`config.mk`:
```
export PLATFORM = sky130hd
export DESIGN_NAME = lreq_tx
export DESIGN_NICKNAME = d
export VERILOG_FILES = /design/src/rtl/lreq_pkg.sv /design/src/rtl/lreq_framer.sv /design/src/rtl/lreq_shifter.sv /design/src/rtl/lreq_tx.sv
export SDC_FILE = /design/constraint.sdc
export NUM_CORES = 1
export LEC_CHECK = 0
export BUFFER_PORTS_ARGS = -buffer_cell sky130_fd_sc_hd__buf_2
export CAP_MARGIN = 20
export CORE_ASPECT_RATIO = 0.6
export CORE_MARGIN = 3
export CORE_UTILIZATION = 60
export CTS_BUF_LIST = sky130_fd_sc_hd__clkbuf_4 sky130_fd_sc_hd__clkbuf_8
export DETAILED_ROUTE_END_ITERATION = 12
export PLACE_DENSITY = 0.93
export SLEW_MARGIN = 20
export SYNTH_ARGS = -nofsm -noshare
export SYNTH_HDL_FRONTEND = slang
export SYNTH_SLANG_ARGS = --single-unit
export TNS_END_PERCENT = 5
```
`constraint.sdc`:
```
create_clock -name clk -period 4 [get_ports clk]
set_clock_uncertainty 0.15 [all_clocks]
set_input_delay 0.8 -clock clk [delete_from_list [all_inputs] [get_ports clk]]
set_output_delay 0.8 -clock clk [all_outputs]
set_load 0.01 [all_outputs]
```
`src/rtl/lreq_pkg.sv`:
```
package lreq_pkg;
    typedef enum logic [2:0] {
        K_READ  = 3'd0,
        K_WRITE = 3'd1,
        K_ACCEL = 3'd2,
        K_FAIR  = 3'd3,
        K_PRI   = 3'd4,
        K_IMM   = 3'd5,
        K_ISO   = 3'd6
    } kind_t;

    typedef enum logic [1:0] {
        S_IDLE,
        S_PEND,
        S_SHIFT,
        S_WGRANT
    } st_t;

    localparam logic [1:0] CTL_IDLE  = 2'b00;
    localparam logic [1:0] CTL_RCV   = 2'b10;
    localparam logic [1:0] CTL_GRANT = 2'b11;

    localparam logic [2:0] TC_READ  = 3'b100;
    localparam logic [2:0] TC_WRITE = 3'b101;
    localparam logic [2:0] TC_ACCEL = 3'b110;
    localparam logic [2:0] TC_FAIR  = 3'b011;
    localparam logic [2:0] TC_PRI   = 3'b010;
    localparam logic [2:0] TC_IMM   = 3'b000;
    localparam logic [2:0] TC_ISO   = 3'b001;
endpackage

```
`src/rtl/lreq_framer.sv`:
```
module lreq_framer
    import lreq_pkg::*;
#(
    parameter int ADDR_W  = 4,
    parameter int DATA_W  = 8,
    parameter int FRAME_W = 5 + ADDR_W + DATA_W,
    parameter int CNT_W   = $clog2(FRAME_W + 1)
) (
    input  kind_t              kind,
    input  logic [ADDR_W-1:0]  addr,
    input  logic [DATA_W-1:0]  data,
    input  logic               accel,
    output logic [FRAME_W-1:0] frame,
    output logic [CNT_W-1:0]   len
);
    localparam int LEN_READ   = 5 + ADDR_W;
    localparam int LEN_ACCEL  = 6;
    localparam int LEN_ACCESS = 5;

    always_comb begin
        frame = '0;
        len   = CNT_W'(LEN_ACCESS);
        unique case (kind)
            K_READ: begin
                frame = {1'b1, TC_READ, addr, 1'b0, {DATA_W{1'b0}}};
                len   = CNT_W'(LEN_READ);
            end
            K_WRITE: begin
                frame = {1'b1, TC_WRITE, addr, data, 1'b0};
                len   = CNT_W'(FRAME_W);
            end
            K_ACCEL: begin
                frame = {1'b1, TC_ACCEL, accel, 1'b0, {(ADDR_W+DATA_W-1){1'b0}}};
                len   = CNT_W'(LEN_ACCEL);
            end
            K_FAIR:  frame = {1'b1, TC_FAIR, 1'b0, {(ADDR_W+DATA_W){1'b0}}};
            K_PRI:   frame = {1'b1, TC_PRI,  1'b0, {(ADDR_W+DATA_W){1'b0}}};
            K_IMM:   frame = {1'b1, TC_IMM,  1'b0, {(ADDR_W+DATA_W){1'b0}}};
            K_ISO:   frame = {1'b1, TC_ISO,  1'b0, {(ADDR_W+DATA_W){1'b0}}};
            default: frame = '0;
        endcase
    end
endmodule

```
`src/rtl/lreq_shifter.sv`:
```
module lreq_shifter #(
    parameter int FRAME_W = 17,
    parameter int CNT_W   = $clog2(FRAME_W + 1)
) (
    input  logic               clk,
    input  logic               rst_n,
    input  logic               load,
    input  logic               abort,
    input  logic [FRAME_W-1:0] frame,
    input  logic [CNT_W-1:0]   len,
    output logic               ser,
    output logic               last
);
    logic [FRAME_W-1:0] sh;
    logic [CNT_W-1:0]   cnt;
    logic               act;

    always_ff @(posedge clk) begin
        if (!rst_n) begin
            sh  <= '0;
            cnt <= '0;
            act <= 1'b0;
            ser <= 1'b0;
        end else if (load) begin
            act <= 1'b1;
            ser <= frame[FRAME_W-1];
            sh  <= frame << 1;
            cnt <= len - CNT_W'(1);
        end else if (abort) begin
            act <= 1'b0;
            ser <= 1'b0;
        end else if (act) begin
            if (cnt == '0) begin
                act <= 1'b0;
                ser <= 1'b0;
            end else begin
                ser <= sh[FRAME_W-1];
                sh  <= sh << 1;
                cnt <= cnt - CNT_W'(1);
            end
        end
    end

    assign last = act && (cnt == '0);

    AST_CNT_BOUND: assert property (@(posedge clk) disable iff (!rst_n)
        act |-> (cnt < CNT_W'(FRAME_W)));
    AST_IDLE_LINE: assert property (@(posedge clk) disable iff (!rst_n)
        (!act && !load) |=> !ser);
endmodule

```
`src/rtl/lreq_tx.sv`:
```
module lreq_tx
    import lreq_pkg::*;
#(
    parameter int ADDR_W = 4,
    parameter int DATA_W = 8
) (
    input  logic              clk,
    input  logic              rst_n,
    input  logic              cmd_valid,
    input  logic [2:0]        cmd_kind,
    input  logic [ADDR_W-1:0] cmd_addr,
    input  logic [DATA_W-1:0] cmd_data,
    input  logic              cmd_accel,
    output logic              busy,
    output logic              done,
    input  logic [1:0]        ctl,
    input  logic              hcrc_err,
    input  logic              cyc_start,
    output logic              lreq,
    output logic              ack_start,
    output logic              ack_cancel
);
    localparam int FRAME_W = 5 + ADDR_W + DATA_W;
    localparam int CNT_W   = $clog2(FRAME_W + 1);

    st_t                st, nxt;
    kind_t              kind_q;
    logic [ADDR_W-1:0]  addr_q;
    logic [DATA_W-1:0]  data_q;
    logic               accel_q;
    logic [1:0]         ctl_q;
    logic               cs_seen, crc_bad;
    logic [FRAME_W-1:0] frame;
    logic [CNT_W-1:0]   len;
    logic               arb, go, load, abort, last, finish, grant;

    lreq_framer #(.ADDR_W(ADDR_W), .DATA_W(DATA_W), .FRAME_W(FRAME_W), .CNT_W(CNT_W)) u_framer (
        .kind  (kind_q),
        .addr  (addr_q),
        .data  (data_q),
        .accel (accel_q),
        .frame (frame),
        .len   (len)
    );

    lreq_shifter #(.FRAME_W(FRAME_W), .CNT_W(CNT_W)) u_shift (
        .clk   (clk),
        .rst_n (rst_n),
        .load  (load),
        .abort (abort),
        .frame (frame),
        .len   (len),
        .ser   (lreq),
        .last  (last)
    );

    assign arb   = (kind_q == K_FAIR) || (kind_q == K_PRI);
    assign grant = (st == S_WGRANT) && (ctl == CTL_GRANT);

    always_comb begin
        unique case (kind_q)
            K_FAIR, K_PRI: go = (ctl == CTL_IDLE) && (ctl_q == CTL_IDLE);
            K_IMM:         go = (ctl == CTL_RCV);
            K_ISO:         go = cs_seen;
            default:       go = 1'b1;
        endcase
    end

    assign load   = (st == S_PEND) && go;
    assign abort  = (st == S_SHIFT) && arb && (ctl == CTL_RCV);
    assign finish = ((st == S_SHIFT) && !abort && last && (kind_q != K_IMM)) || grant;

    always_comb begin
        nxt = st;
        unique case (st)
            S_IDLE:   if (cmd_valid) nxt = S_PEND;
            S_PEND:   if (go) nxt = S_SHIFT;
            S_SHIFT: begin
                if (abort)      nxt = S_PEND;
                else if (last)  nxt = (kind_q == K_IMM) ? S_WGRANT : S_IDLE;
            end
            S_WGRANT: if (ctl == CTL_GRANT) nxt = S_IDLE;
            default:  nxt = S_IDLE;
        endcase
    end

    always_ff @(posedge clk) begin
        if (!rst_n) st <= S_IDLE;
        else        st <= nxt;
    end

    always_ff @(posedge clk) begin
        if (!rst_n) begin
            kind_q     <= K_READ;
            addr_q     <= '0;
            data_q     <= '0;
            accel_q    <= 1'b0;
            ctl_q      <= CTL_IDLE;
            cs_seen    <= 1'b0;
            crc_bad    <= 1'b0;
            done       <= 1'b0;
            ack_start  <= 1'b0;
            ack_cancel <= 1'b0;
        end else begin
            ctl_q      <= ctl;
            done       <= finish;
            ack_start  <= grant && !(crc_bad || hcrc_err);
            ack_cancel <= grant &&  (crc_bad || hcrc_err);
            if (st == S_IDLE && cmd_valid) begin
                kind_q  <= kind_t'(cmd_kind);
                addr_q  <= cmd_addr;
                data_q  <= cmd_data;
                accel_q <= cmd_accel;
                crc_bad <= 1'b0;
            end else if (st != S_IDLE && hcrc_err) begin
                crc_bad <= 1'b1;
            end
            if (cyc_start)                  cs_seen <= 1'b1;
            else if (load && kind_q == K_ISO) cs_seen <= 1'b0;
        end
    end

    assign busy = (st != S_IDLE);

    AST_QUIET_IDLE: assert property (@(posedge clk) disable iff (!rst_n)
        !busy |-> !lreq);
    AST_ARB_GAP: assert property (@(posedge clk) disable iff (!rst_n)
        (arb && st == S_SHIFT && $past(st) == S_PEND) |-> ($past(ctl) == CTL_IDLE));
    AST_RCV_DROP: assert property (@(posedge clk) disable iff (!rst_n)
        (st == S_SHIFT && arb && ctl == CTL_RCV) |=> (!lreq && busy));
    AST_ACK_EXCL: assert property (@(posedge clk) disable iff (!rst_n)
        !(ack_start && ack_cancel));
    AST_DONE_FALL: assert property (@(posedge clk) disable iff (!rst_n)
        done |-> (!busy && !$past(lreq)));
endmodule

```
; ---- Word level (Yosys, flattened, before mapping)
; Index checks and enable logic that the tools add are counted.
; Widths: inputs -> output; s select.
[word_totals]
output_inout_bits = 5
elab_cells = 96
ramBits = 0
regBits = 48
input_bits = 23
latch_bits = 0
n_memories = 0
romBits = 0
[classes]
n_bitwise = 1
div_mod_pow = 0
n_addsub = 2
shift = 0
mul = 0
n_reduce_logical = 32
order_cmp = 0
n_mux = 28
eq_ne = 18
[ops]
columns = operator, count
row1 = $pmux 17 s7, 1
row2 = $mux 17, 4
row3 = $mux 5, 4
row4 = $pmux 5 s3, 1
row5 = $logic_and 1x1->1, 14
row6 = $mux 2, 6
row7 = $mux 1, 10
row8 = $sub 5x1->5 const B, 2
row9 = $eq 3x3->1 const B, 3
row10 = $eq 2x2->1 const B, 4
row11 = $ne 2x2->1 const B, 4
row12 = $pmux 2 s4, 1
row13 = $eq 3x2->1 const B, 2
row14 = $logic_not 2->1, 3
row15 = $ne 3x3->1 const B, 2
row16 = $reduce_bool 2->1, 3
row17 = $logic_not 5->1, 1
row18 = $reduce_and 4->1, 1
row19 = $reduce_or 2->1, 2
row20 = $eq 3x1->1 const B, 1
row21 = $logic_not 3->1, 1
row22 = $logic_or 1x1->1, 3
row23 = $pmux 1 s3, 1
row24 = $reduce_and 3->1, 1
row25 = 5 further kinds, 6

; ---- Depth between registers and ports, before layout
; Gate-level depths: netlist of the first run.
[logic_depth]
depth_word = 9
depth_mapped = 11
ltp_nobuf = 9

; ---- Hierarchy
; A second synthesis of the first run with hierarchy kept.
[unflattened]
hier_cells = 298
hier_area_um2 = 2441.1
[by_module_without_submodules]
columns = module, seq_area_each_um2, n_inst, cells_per_inst, area_per_inst_um2
row1 = lreq_shifter, 460.4, 1, 139, 1157.4
row2 = lreq_tx, 500.5, 1, 129, 1083.5
row3 = lreq_framer, 0.0, 1, 30, 200.2

; ---- Worst setup path before layout of the first run
; OpenSTA, ideal clock, no wires.
[synth_path]
path_type = in2reg
from = input port ctl[0]
to = register u_shift.cnt[2]
stages = 9
setup_time_ns = 0.120
n_path_buf = 1
t_required_ns = 3.730
arrival_ns = 2.603
slack_ns = 1.128
cell_sequence = nor4_1 and2_1 a32o_1 buf_2 nand2_1 a21boi_0 ha_1 and3_1 o31a_1
[synth_via]
elab_chain_cells = 6
elab_cells_between_ends = 11
classes_between = eq/ne (3) / mux (2) / reduce/logical (6)
[synth_rtl]
columns = element, line_no
row1 = start: declaration, lreq_tx.sv:16  ; input logic [1:0] ctl,
row2 = $logic_not 2->1, lreq_tx.sv:62  ; K_FAIR, K_PRI: go = (ctl == CTL_IDLE) && (ctl_q == CTL_IDLE);
row3 = $logic_and 1x1->1, lreq_tx.sv:62
row4 = $pmux 1 s3, lreq_tx.sv:61  ; unique case (kind_q)
row5 = $logic_and 1x1->1, lreq_tx.sv:69  ; assign load = (st == S_PEND) && go;
row6 = $ne 2x2->1 (no source line) / $reduce_bool 2->1 (equally long branches), -
row7 = $reduce_and 3->1 (no source line), -
row8 = end signal: assignment, lreq_shifter.sv:28  ; cnt <= len - CNT_W'(1);
row9 = end signal: assignment, lreq_shifter.sv:39  ; cnt <= cnt - CNT_W'(1);
row10 = end: declaration, lreq_shifter.sv:15  ; logic [CNT_W-1:0] cnt;
; Parallel ways exist; a longest one is shown, timed or not.
; A chain may end at the register's enable or synchronous reset.

; ---- Worst setup path in the final report of the first run
; Same ends and word-level chain as after synthesis.

==> results.toml, run 1 <==
[cts]
cts_tree = "done"
htreeDepth = 2
cts_setup_buffers = 0
cts_buffer_depth = 2
path_clk_slew_ns = 0.08
insertion_delay_ns = 0.31
cts_resized = 0
numCtsBuffers = 5
cts_hold_buffers = 0
cts_sinks = 47
root_buffer = "clkbuf_8"

[global_routing]
grt_pass1_vias = 1702
grt_antenna_before_repair = 0
grt_pass1_wl_mm = 8.40
track_usage = 0.244
grt_start_max_net_pins = 33
overflow = 0

[logic_synthesis]
synth_area_leaders = "dfxtp_1 43%, nand2_1 11%, a21oi_1 8.7%"
ys_seq_elements = 47
synth_edf_count = 0
syn_inst = 276
yosys_warnings = 0
ys.flop_type = "dfxtp_1"
synth_top_cell_by_area = "dfxtp_1"
synth_top_area_share = 0.433
syn_avg_cell_area_um2 = 7.88
synth_cell_types = 45
postSynth.asyncResetShare = 0
syn-num-nets = 300
synthesis.area_um2 = 2170
ys_seq_area_frac = 0.433

[cells_and_area]
drive_gt1_frac = 0.133
filler_cell_count = 251
stdcell_count = 338
diodes = 0
syn2layout_area_growth_pct = 8.86
fin_util = 0.704
fin_nets = 316

[power]
p_switching_mw = 0.363
pwr-share-clk = 0.266
max-vdd-ir-drop_uv = 312
combPwrFrac = 0.222
total_leakage_power_nw = 0.894
p_int_mw = 0.749
swShare = 0.326
p_seq_frac = 0.512
power_mw = 1.11
power_density_nw_per_um2 = 470

[placement]
gp_congestion = 0.927
placed_cells = 330
port_buffers = 27
place_hpwl_mm = 3.50

[detailed_routing]
first_iter_violations = 231
vias_per_cell = 6.16
wirelength_mm = 5.07
firstDrtPassIters = 5
antenna_left = 0
route.detailed.drc = 0
wire_per_inst_um = 15.0
dr_total_vias = 2081

[die]
die_w_um = 83.7
die_h_um = 52.6
rows = 16
pin_count = 28
dieArea_um2 = 4410
core_area_um2 = 3360
floorplan.initialDensity = 0.647

[timing]
final_hold_viol_count = 0
tns_ns = 0
worstMarginPinSlew_ns = 0.716
min_period_ns = 3.14
slew_viol_final = 0
rsz0062_at_grt = "no"
finalSetupViolCount = 0
slew_headroom = 0.520
fmax_mhz = 318
layout_worst_path_cycle_share = 0.786
finalHoldWorstSlack_ns = 0.307

[hold_path]
hold_class = "register to register"

[setup_path]
worstPathCellList = "buf_2, nor4_1, and2_1, a32o_1, nand2_1, a21boi_0, ha_1, xor2_1, a21oi_1, o31a_1"
start_kind = "input pin"
crit_required_ns = 4.10
criticalPathCategory = "input pin to register"
slowest_delay_ns = 0.58
r2r_setup_slack_ns = 0.93
crit_arrival_ns = 3.24
crit_fanout = 14
cp-end-kind = "register"
slowest_stage = "nor4_1"

[flow_run]
max_cap_violations = 0

[run_status]
status = "finished, final reports clean"
[cells by family (layout without fill, tap and decap cells)]
logic type | Yosys count | in the layout | share of synthesized area
AO/OA/AOI/OAI | 94 | 94 | 0.275
adder cells (fa/ha/maj) | 1 | 1 | 0.00575
AND/OR/NAND/NOR | 102 | 102 | 0.209
XOR/XNOR | 3 | 3 | 0.0121
buffers and inverters | 29 | 46 | 0.0650
flip-flops | 47 | 47 | 0.433
[area by class of cell]
| type | count | area [um2] | area share |
|---|---|---|---|
| clock buffer | 6 | 76.3 | 0.0322 |
| clock inverter | 2 | 17.5 | 0.00740 |
| inverter | 9 | 33.8 | 0.0143 |
| multi-input combinational | 200 | 1090 | 0.461 |
| sequential | 47 | 941 | 0.397 |
| tap | 45 | 56.3 | 0.0238 |
| timing repair buffer | 29 | 150 | 0.0634 |
[flip-flops by register name, indices dropped and copies added (netlist names), 2 cells and up]
| name | count |
|---|---|
| ctl_q | 2 |
| u_shift.cnt | 5 |
| st | 2 |
| kind_q | 3 |
| addr_q | 4 |
| u_shift.sh | 15 |
| data_q | 8 |
[power groups by stage]
stage | clock network [mW] | logic (mW) | registers [mW]
floorplan | 0 | 0.200 | 0.560
finish | 0.296 | 0.247 | 0.569
detailed placement | 0 | 0.240 | 0.578
global placement | 0 | 0.230 | 0.577
global route | 0.320 | 0.277 | 0.575
CTS | 0.299 | 0.243 | 0.567
[metal layers]
layer | track usage | vias up | part of all wire
met2 | 0.348 | 102 | 0.41
li1 | - | 1008 | -
met1 | 0.355 | 957 | 0.48
met5 | 0 | - | 0
met3 | 0.0691 | 14 | 0.096
met4 | 0.0722 | 0 | 0.016
[worst max-delay path, delay by kind of cell]
kind                     cells  cell delay, ns
AO/OA/AOI/OAI                4            0.95
AND/OR/NAND/NOR              3            0.94
adder cells (fa/ha/maj)      1            0.25
XOR/XNOR                     1            0.19
buffers and inverters        1            0.12
[synthesized netlist by cell type, types with 5 or more instances]
cell type  count
o21ai_0       16
inv_1          8
nand3_1        6
a31oi_1        5
clkbuf_1      13
a21oi_1       38
nand2_1       63
nor3_1         5
nor2_1         9
dfxtp_1       47
o31ai_1        7
[layout by cell type, fill, tap and decap left out, types with 6 or more instances in the layout]
| cell type | instances |
|---|---|
| a21oi_1 | 38 |
| buf_2 | 27 |
| dfxtp_1 | 47 |
| inv_1 | 8 |
| nand2_1 | 63 |
| nand3_1 | 6 |
| nor2_1 | 9 |
| o21ai_0 | 16 |
| o31ai_1 | 7 |
[metrics by stage]
step | cell area, um2 | setup WS, ns
floorplan | 2170 | 1.13
global placement | 2270 | 0.850
detailed placement | 2270 | 0.643
CTS | 2370 | 0.932
global route | 2370 | 0.573
finish | 2370 | 0.858
[path summary, 6_finish.rpt]
path	from	depth (start not counted)	endpoint
min	addr_q[1]	2	addr_q[1]
max reg2reg	kind_q[0]	9	u_shift.cnt[2]
max	ctl[0]	10	u_shift.cnt[2]
min reg2reg	addr_q[1]	2	addr_q[1]
(Power assumes the default switching activity.)
==> inputs of run 2 (changes only) <==
Settings changed: CORE_UTILIZATION 60 to 54, PLACE_DENSITY 0.93 to 0.89.
Clock period 4 ns to 2.5 ns, I/O delays scaled along.
==> results.toml, run 2 (synthesis results as in run 1) <==
[cells_and_area]
diodes = 0
filler_cell_count = 296
fin_nets = 330
syn2layout_area_growth_pct = 17.4
regMostFlops = "u_shift.sh"
final_cell_mix = "63 x nand2_1, 47 x dfxtp_1, 38 x a21oi_1"
reg.largest.list = "u_shift.sh x15, data_q x8, u_shift.cnt x5"
stdcell_count = 354
fin_util = 0.678
final_common_cell = "nand2_1"
largest_reg_flops = 15
drive_gt1_frac = 0.192

[die]
floorplan.initialDensity = 0.578
die_w_um = 87.9
core_area_um2 = 3760
pin_count = 28
rows = 17
dieArea_um2 = 4850
die_h_um = 55.2

[run_status]
status = "finished, final reports clean"

[hold_path]
min-delay-start = "hcrc_err"
whs_endpoint = "ack_start"
worstHoldPathCells = 2
hold_class = "input pin to register"

[setup_path]
crit_arrival_ns = 2.43
start_kind = "register"
crit_fanout = 14
criticalPathCategory = "register to register"
reg2reg_depth = 8
r2r_setup_slack_ns = 0.11
reg2reg_from = "kind_q[2]"
r2r_end = "u_shift.sh[3]"
cp-end-kind = "register"
crit_required_ns = 2.54

[power]
total_leakage_power_nw = 0.989
power_mw = 2.02
power_density_nw_per_um2 = 789
max-vdd-ir-drop_uv = 506

[global_routing]
grt_start_max_net_pins = 33
overflow = 0
grt_pass1_wl_mm = 8.76
track_usage = 0.243
grt_pass1_vias = 1823
grt_antenna_before_repair = 0

[placement]
gp_congestion = 0.835
port_buffers = 27
dpl_worst_slack_ns = 0.0455
place_hpwl_mm = 3.74
placed_cells = 344

[cts]
path_clk_slew_ns = 0.09
root_buffer = "clkbuf_8"
htreeDepth = 2
cts_tree = "done"
cts_sinks = 47
numCtsBuffers = 5
cts_hold_buffers = 0
cts_buffer_depth = 2
insertion_delay_ns = 0.31

[timing]
final_hold_viol_count = 0
worstMarginPinSlew_ns = 0.562
layout_worst_path_cycle_share = 0.956
min_period_ns = 2.39
fin_ws_ns = 0.110
slew_viol_final = 0
fmax_mhz = 418
slew_headroom = 0.624
tns_ns = 0
finalSetupViolCount = 0

[detailed_routing]
first_iter_violations = 162
wire_per_inst_um = 15.3
wirelength_mm = 5.42
firstDrtPassIters = 5
antenna_left = 0
vias_per_cell = 5.94
dr_total_vias = 2103
route.detailed.drc = 0

[flow_run]
max_cap_violations = 0
[run 2: routing by layer]
metal	GRT usage	wire (um)	up-vias
met2	0.338	2240	92
met5	0	0	-
met3	0.0651	429	6
li1	-	-	1042
met1	0.350	2680	963
met4	0.110	70	0
[run 2: timing repair]
item,CTS,global route
gates resized for setup,0,3
setup endpoints to repair,0,3
buffers inserted,0,2
[run 2: how the worst max path moves through the flow]
| stage | from | cells past startpoint | end |
|---|---|---|---|
| 2_1_floorplan | ctl[0] | 9 | u_shift.cnt[2] |
| 3_3_place_gp | ctl[0] | 9 | u_shift.cnt[2] |
| 3_5_place_dp | ctl[0] | 10 | u_shift.cnt[2] |
| 4_1_cts | kind_q[2] | 10 | u_shift.cnt[2] |
| 5_1_grt | kind_q[2] | 10 | u_shift.cnt[2] |
| 6_report | kind_q[2] | 8 | u_shift.sh[3] |
[run 2: per-stage QoR]
stage	hold slack [ns]	cell area [um2]
after global routing	0.251	2550
final	0.229	2550
after floorplan	0.272	2190
after global placement	0.288	2390
after CTS	0.223	2530
after detailed placement	0.293	2390
[run 2: worst max-delay path: stages (launching register included)]
cell and delay (ns):
dfxtp_1 0.34, buf_4 0.17, nand3b_1 0.26, buf_4 0.21, a2111oi_4 0.44, nor2_2 0.15
buf_4 0.22, o31ai_1 0.26, a21oi_1 0.07
[run 2: power breakdown]
| part | switching, mW | internal [mW] |
|---|---|---|
| clock network | 0.266 | 0.399 |
| registers | 0.0636 | 0.839 |
| logic | 0.265 | 0.183 |
| total | 0.595 | 1.42 |
[run 2: layout make-up]
| type | instances | area [um2] | area share |
|---|---|---|---|
| clock buffer | 5 | 68.8 | 0.0270 |
| clock inverter | 3 | 67.6 | 0.0265 |
| inverter | 9 | 33.8 | 0.0132 |
| multi-input combinational | 200 | 1110 | 0.437 |
| sequential | 47 | 941 | 0.369 |
| tap | 47 | 58.8 | 0.0230 |
| timing repair buffer | 43 | 268 | 0.105 |
==> inputs of run 3 (changes only) <==
Settings changed: CORE_UTILIZATION 54 to 50, PLACE_DENSITY 0.89 to 0.84.
==> results.toml, run 3 (synthesis results as in run 1) <==
[run_status]
status = "finished, final reports clean"

[cts]
numCtsBuffers = 5
cts_buffer_depth = 2
cts_hold_buffers = 0
cts_tree = "done"
path_clk_slew_ns = 0.10
cts_sinks = 47
htreeDepth = 2
insertion_delay_ns = 0.31
root_buffer = "clkbuf_8"

[setup_path]
cp-end-kind = "register"
path_delay_family = "compound AO/OA/AOI/OAI gates"
start_kind = "register"
slowest_delay_ns = 0.44
crit_fanout = 13
cpMostUsedCell = "buf_4"
slowest_stage = "dfxtp_1"
path_buf_inv = 2
criticalPathCategory = "register to register"
r2r_setup_slack_ns = 0.1
worstPathCellList = "nand3b_1, buf_4, a2111oi_4, nor2_1, buf_4, o31ai_1, a21oi_1"
crit_arrival_ns = 2.45
crit_required_ns = 2.55

[timing]
min_period_ns = 2.40
fin_ws_ns = 0.0991
fmax_mhz = 417
finalSetupViolCount = 0
slew_viol_final = 0
final_hold_viol_count = 0
layout_worst_path_cycle_share = 0.960
worstMarginPinSlew_ns = 0.542
slew_headroom = 0.637

[cells_and_area]
syn2layout_area_growth_pct = 16.2
seqCellArea_um2 = 943
diodes = 0
fin_nets = 333
regMostFlops = "u_shift.sh"
multi_input_area_um2 = 1110
filler_cell_count = 335
reg.largest.list = "u_shift.sh x15, data_q x8, u_shift.cnt x5"
final_common_cell = "nand2_1"
final_cell_mix = "63 x nand2_1, 45 x dfxtp_1, 38 x a21oi_1"
largest_reg_flops = 15
drive_gt1_frac = 0.200

[power]
max-vdd-ir-drop_uv = 374
power_mw = 1.83
total_leakage_power_nw = 0.985
power_density_nw_per_um2 = 725

[placement]
dpl_worst_slack_ns = -0.0295
place_hpwl_mm = 3.81
gp_congestion = 0.965
port_buffers = 27

[die]
dieArea_um2 = 5200
floorplan.initialDensity = 0.556
rows = 17
core_area_um2 = 3910
pin_count = 28
die_w_um = 91.1
die_h_um = 57.1

[global_routing]
grt_antenna_before_repair = 0
track_usage = 0.219
grt_start_max_net_pins = 33
overflow = 0
grt_pass1_wl_mm = 9.20
grt_pass1_vias = 1906

[hold_path]
hold_class = "input pin to register"

[detailed_routing]
route.detailed.drc = 0
first_iter_violations = 247
dr_total_vias = 2177
antenna_left = 0
vias_per_cell = 5.93
wire_per_inst_um = 15.1
wirelength_mm = 5.53
firstDrtPassIters = 4

[flow_run]
max_cap_violations = 0
-- run 3: changes by cell type in the layout (fill, tap and decap cells not counted), sizes merged --
cell and delta:
clkinv +2, clkinvlp -1, bufinv -2, buf +3, inv +1
-- run 3: cell type report --
type                       instances  share of cell area
sequential                        47               0.373
clock inverter                     3             0.00891
clock buffer                       5              0.0272
timing repair buffer              46               0.110
multi-input combinational        200               0.439
tap                               57              0.0282
inverter                           9              0.0134
-- run 3: path summary, 6_finish.rpt --
check	cells past startpoint	start	to
worst max-delay path	7	kind_q[0]	u_shift.sh[5]
worst min-delay path	2	hcrc_err	ack_start
worst max register to register	7	kind_q[0]	u_shift.sh[5]
worst min register to register	2	data_q[5]	data_q[5]
-- run 3: metrics by stage --
step | cell area [um2] | hold WS [ns] | utilization | TNS (ns) | std cells
5_1_grt | 2530 | 0.237 | 0.646 | -0.0159 | 367
6_report | 2530 | 0.229 | 0.646 | 0 | 367
4_1_cts | 2510 | 0.238 | 0.641 | 0 | 365
3_3_place_gp | 2420 | 0.286 | 0.618 | 0 | 357
2_1_floorplan | 2190 | 0.272 | - | 0 | 276
3_5_place_dp | 2420 | 0.298 | 0.618 | -0.0295 | 357
-- run 3: power by group --
part	switching (mW)	internal, mW	total [mW]	leakage (nW)
Sequential	0.0626	0.840	0.902	0.386
Combinational	0.270	0.180	0.450	0.551
Clock	0.280	0.201	0.481	0.0485
Total	0.613	1.22	1.83	0.985
-- run 3: layer usage --
| metal | GRT usage | wire [um] |
|---|---|---|
| met4 | 0.0687 | 57 |
| met2 | 0.291 | 2190 |
| met1 | 0.342 | 2700 |
| met3 | 0.0514 | 578 |
| met5 | 0 | 0 |
-- run 3: timing repair --
action | 4_1_cts | 5_1_grt
resized for setup | 0 | 3
buffers inserted | 0 | 2
endpoints found under the setup margin | 0 | 7
